==> src/rtl/hold_grant_seq.sv <==
module hold_grant_seq #(
  parameter int GAP_CLKS = 1
) (
  input  logic clk,
  input  logic rst,
  input  logic hold_req_i,
  input  logic line_i,
  output logic line_pull_o,
  output logic hold_ack_o
);
  localparam int GW = $clog2(GAP_CLKS + 1) + 1;

  typedef enum logic [2:0] {S_IDLE, S_REQ, S_WAIT, S_HELD, S_REL, S_GAP} st_t;

  st_t           st;
  logic          req_s;
  logic [GW-1:0] gap_cnt;

  always_ff @(negedge clk) begin
    if (rst) req_s <= 1'b0;
    else     req_s <= hold_req_i;
  end

  always_ff @(posedge clk) begin
    if (rst) begin
      st      <= S_IDLE;
      gap_cnt <= '0;
    end else begin
      case (st)
        S_IDLE: if (req_s) st <= S_REQ;
        S_REQ:  st <= S_WAIT;
        S_WAIT: if (!line_i) st <= S_HELD;
        S_HELD: if (!req_s) st <= S_REL;
        S_REL: begin
          st      <= S_GAP;
          gap_cnt <= GW'(1);
        end
        S_GAP: begin
          if (gap_cnt >= GW'(GAP_CLKS)) st <= S_IDLE;
          else gap_cnt <= gap_cnt + GW'(1);
        end
        default: st <= S_IDLE;
      endcase
    end
  end

  assign line_pull_o = (st == S_REQ) || (st == S_REL);
  assign hold_ack_o  = (st == S_HELD);
endmodule


==> config.mk <==
export PLATFORM = sky130hd
export DESIGN_NAME = hold_grant_seq
export DESIGN_NICKNAME = d
export VERILOG_FILES = /design/src/rtl/hold_grant_seq.sv
export SDC_FILE = /design/constraint.sdc
export NUM_CORES = 1
export LEC_CHECK = 0
export ABC_AREA = 1
export BUFFER_PORTS_ARGS = -buffer_cell sky130_fd_sc_hd__buf_2
export CAP_MARGIN = 40
export CORE_AREA = 5 5 42 44
export DETAILED_ROUTE_END_ITERATION = 10
export DIE_AREA = 0 0 47 49
export GPL_TIMING_DRIVEN = 0
export PLACE_DENSITY_LB_ADDON = 0.08
export SLEW_MARGIN = 20
export SYNTH_ARGS = -nofsm -noshare
export SYNTH_HDL_FRONTEND = slang
export SYNTH_SLANG_ARGS = --single-unit
==> constraint.sdc <==
create_clock -name clk -period 1.68 [get_ports clk]
set_clock_uncertainty 0.2 [all_clocks]
set_input_delay 0.084 -clock clk [delete_from_list [all_inputs] [get_ports clk]]
set_output_delay 0.084 -clock clk [all_outputs]
set_load 0.01 [all_outputs]
# ---- Word level (Yosys, flattened, before mapping)
# Index checks and enable logic that the tools add are counted.
dict set report totals {
  reg_bits 6
  inputBits 4
  output_inout_bits 2
}
dict set report op_classes {
  reduce_logical 5
  add_sub_neg 1
  muxes 7
  order_cmp 1
  eq_ne 10
}
# cell count
set op_table {}
lappend op_table {{one-hot mux 3 bit (6 select lines)} 1}
lappend op_table {{2-to-1 mux 3 bit} 4}
lappend op_table {{inequality test 2 bit (second input constant)} 5}
lappend op_table {{== test 3 x 2 -> 1 bit (second input constant)} 2}
lappend op_table {{== test 3 bit (second input constant)} 2}
lappend op_table {{one-hot mux 2 bit (2 select lines)} 1}
lappend op_table {{AND reduction 4 bit} 1}
lappend op_table {{== test 3 x 1 -> 1 bit (second input constant)} 1}
lappend op_table {{logical NOT 3 bit} 1}
lappend op_table {{adder 2 x 1 -> 2 bit (second input constant)} 1}
lappend op_table {{greater-or-equal comparator 2 x 1 -> 1 bit (second input constant)} 1}
lappend op_table {{2-to-1 mux 2 bit} 1}
lappend op_table {{AND reduction 2 bit} 1}
lappend op_table {{nonzero test 2 bit} 1}
lappend op_table {{logical OR 1 bit} 1}

# ---- Depth between registers and ports, before layout
dict set report depth {
  ltp_word 3
  mapped_depth 9
  depth_no_buf 9
}

==> results by group <==
Status
  • Status: finished, violations left
  • Failing checks: negative setup slack

Place
  • Gp weighted congestion: between 0.7 and 0.8
  • Detail Placement HPWL: 619 µm
  • Dpl ws: -0.289 ns
  • PortBufs: 5
  • DP Cell Count: between 80 and 90

Yosys
  • Post-Syn Area: between 300 and 400 µm²
  • Synth Register Bits: 6
  • Post-Synthesis Cells: 62
  • Unique masters post-synth: 12
  • Sequential fraction of the synthesis area: about a third
  • Ys Warns: 0
  • Mapped Nets: 67
  • Avg Inst Size Synth: 5.87 µm²

Finish
  • Layout cells sized above 1: a little under a quarter
  • Antenna diode count: 0
  • Area grow syn2layout: 23.7%
  • Commonest non-fill, non-tap cell in the layout: nand2_1
  • # fillers: roughly 170
  • Final nets: between 70 and 80
  • Fin cells: 88
  • Commonest cells after routing, fill and taps aside: 14 x nand2_1, 12 x nor2_1, 9 x inv_1
  • Final core occ: roughly 32%

Power and ir drop
  • VDD IR max: between 0.0004 and 0.0005 V
  • Switch Pwr: ~0.33 mW
  • Internal power: between 0.4 and 0.5 mW
  • Leak: approximately 0.23 nW
  • Clock share of power: a little over a fifth
  • Sw Ratio: roughly 44%
  • Sequential Power Share: a little under a third
  • Logic pwr share: ~48%
  • PD cells: 1650 nW/µm²

Drt
  • WL final: 782 µm
  • Via count: ~370
  • DR pass1 iterations: 4
  • Drt wl/cell: just under 9 µm
  • DR vias/cell: 4.16
  • Remaining DRCs: 0
  • Starting DRT DRC Count: 5
  • Final ANT Viol Nets: 0

Critical path
  • CP Class: reg -> reg
  • Crit path required time: ~1.6 ns
  • CP delay by family, top: simple AND/OR/NAND/NOR gates
  • Critical path arrival: between 1.5 and 2 ns
  • CP cell instances: inv_2, nand2_1, nor2_1, nor2_2, nand3_1, nand2_1, nor2_1
  • Critical path's largest stage delay: roughly 0.32 ns
  • Worst Reg-to-Reg Cells: 7
  • Crit end category: flop
  • Crit path launch type: flop
  • CP Max Fanout: 3
  • Worst reg2reg path startpoint: req_s$_SDFF_NP0_
  • CP bufs+invs: 1
  • R2R Setup Slk: -0.34 ns
  • RR Endpoint: st[2]$_SDFFE_PP0P_
  • CP max stage cell: dfxtp_2

Min path
  • Hold Path Stages: 7
  • Hold endpoint: st[0]$_SDFFE_PP0P_
  • Hold WC Path Type: in -> reg
  • Min-delay src: line_i

Clock tree
  • CTS tree: done
  • H-tree depth: 1
  • # Post-CTS Setup Buffers: 0
  • Clock-pin slew on the worst setup and hold paths: 0.05 ns
  • Root Driver: clkbuf_4
  • Clock buffer depth: 2
  • Total CTS buffers: 3
  • # clock sinks: 6
  • Worst-Skew Late Latency: 0.30 ns

STA
  • Final setup violation count: 3
  • RSZ-0062 raised after global routing: yes
  • Rel. slew slack: between 80% and 90%
  • Setup TNS: -0.993 ns
  • Final hold vios: 0
  • Max-slew violations: 0
  • Tightest Pin Transition: between 0.2 and 0.3 ns
  • Final Worst Setup Slack: -0.338 ns
  • Hold WS: 0.116 ns

Floorplan
  • Die Area: roughly 2300 µm²
  • Initial Util: 26.0%
  • Core area: about 1400 µm²
  • Site row count: 14
  • DIE WIDTH: approximately 47 µm
  • Die Ht: 49 µm
  • # IOs: 6

Global routing
  • GR Overflow Total: 0
  • First-pass GRT wire length: approximately 1400 µm
  • Total track usage: a little under a tenth
  • Vias in the first global route: roughly 330
  • Largest net degree at the start of global routing: 8
  • Initial antenna violation count: 0

Flow run
  • Max-cap violations: 0
==> worst min-delay path, stage by stage <==
cell and delay, ns:
buf_2 0.07, inv_1 0.04, nor2_1 0.10, nor2_1 0.06, nand3_1 0.06, nand2_1 0.05
nor2_1 0.07
==> Yosys cell counts, drive strengths merged <==
library cell  number  share of area [%]
a21oi              4                5.5
dfxtp              6                 33
ha                 1                3.4
inv               13                 13
nand2             14                 14
nand3              5                6.9
nand4              1                1.7
nor2              15                 18
o21ai              3                4.1
==> timing repair <==
| action | CTS | global route |
|---|---|---|
| gates resized for setup | 1 | 0 |
| pin swaps | 0 | 4 |
| setup endpoints to repair | 3 | 4 |
| endpoints found under the hold margin | 5 | 0 |
| hold buffers | 1 | 0 |
==> flip-flops by register name, summed over array words and instances, names as in the netlist <==
signal   flops
req_s        1
st           3
gap_cnt      2
==> kinds of logic after synthesis <==
| group | share of synthesized area [%] |
|---|---|
| AO/OA/AOI/OAI | 9.62 |
| adder cells (fa/ha/maj) | 3.44 |
| buffers and inverters | 13.4 |
| flip-flops | 33.0 |
| AND/OR/NAND/NOR | 40.5 |
==> power groups by stage <==
stage | sequential [mW] | clock [mW] | combinational, mW
finish | 0.232 | 0.158 | 0.354
detailed placement | 0.234 | 0.00745 | 0.344
floorplan | 0.222 | 0.00745 | 0.273
global placement | 0.239 | 0.00745 | 0.347
global route | 0.239 | 0.175 | 0.408
CTS | 0.231 | 0.165 | 0.360
==> worst max path at each step <==
stage / from / endpoint / slack, ns / cells past startpoint
after CTS: req_s$_SDFF_NP0_ / st[0]$_SDFFE_PP0P_ / -0.33 / 7
final: req_s$_SDFF_NP0_ / st[2]$_SDFFE_PP0P_ / -0.34 / 7
after floorplan: req_s$_SDFF_NP0_ / st[1]$_SDFFE_PP0P_ / -0.18 / 6
after global placement: req_s$_SDFF_NP0_ / st[1]$_SDFFE_PP0P_ / -0.30 / 6
after detailed placement: req_s$_SDFF_NP0_ / st[1]$_SDFFE_PP0P_ / -0.29 / 6
after global routing: req_s$_SDFF_NP0_ / st[0]$_SDFFE_PP0P_ / -0.42 / 7
==> layout make-up <==
cell class              count  area [µm²]  share of cell area, %
clock buffers               4        26.3                   5.83
clock inverters             1        3.75                  0.833
inverters                  12        45.0                   10.0
multi-input cells          43         199                   44.2
flip-flops and latches      6         121                   26.9
well taps                  16        20.0                   4.44
repair buffers              6        35.0                   7.78
==> per-stage QoR <==
stage          power [mW]  instance area [µm²]
2_1_floorplan       0.503                  365
3_3_place_gp        0.593                  410
3_5_place_dp        0.586                  410
4_1_cts             0.756                  450
5_1_grt             0.822                  450
6_report            0.743                  450
==> metal layers <==
layer  GRT usage, %  vias up  routed length (µm)
li1               -      210                   -
met1           11.2      143                 380
met2           11.1        8                 311
met3           2.58        5                  47
met4           9.68        0                  42
met5              0        -                   0
Power figures use the tool's default switching activity.
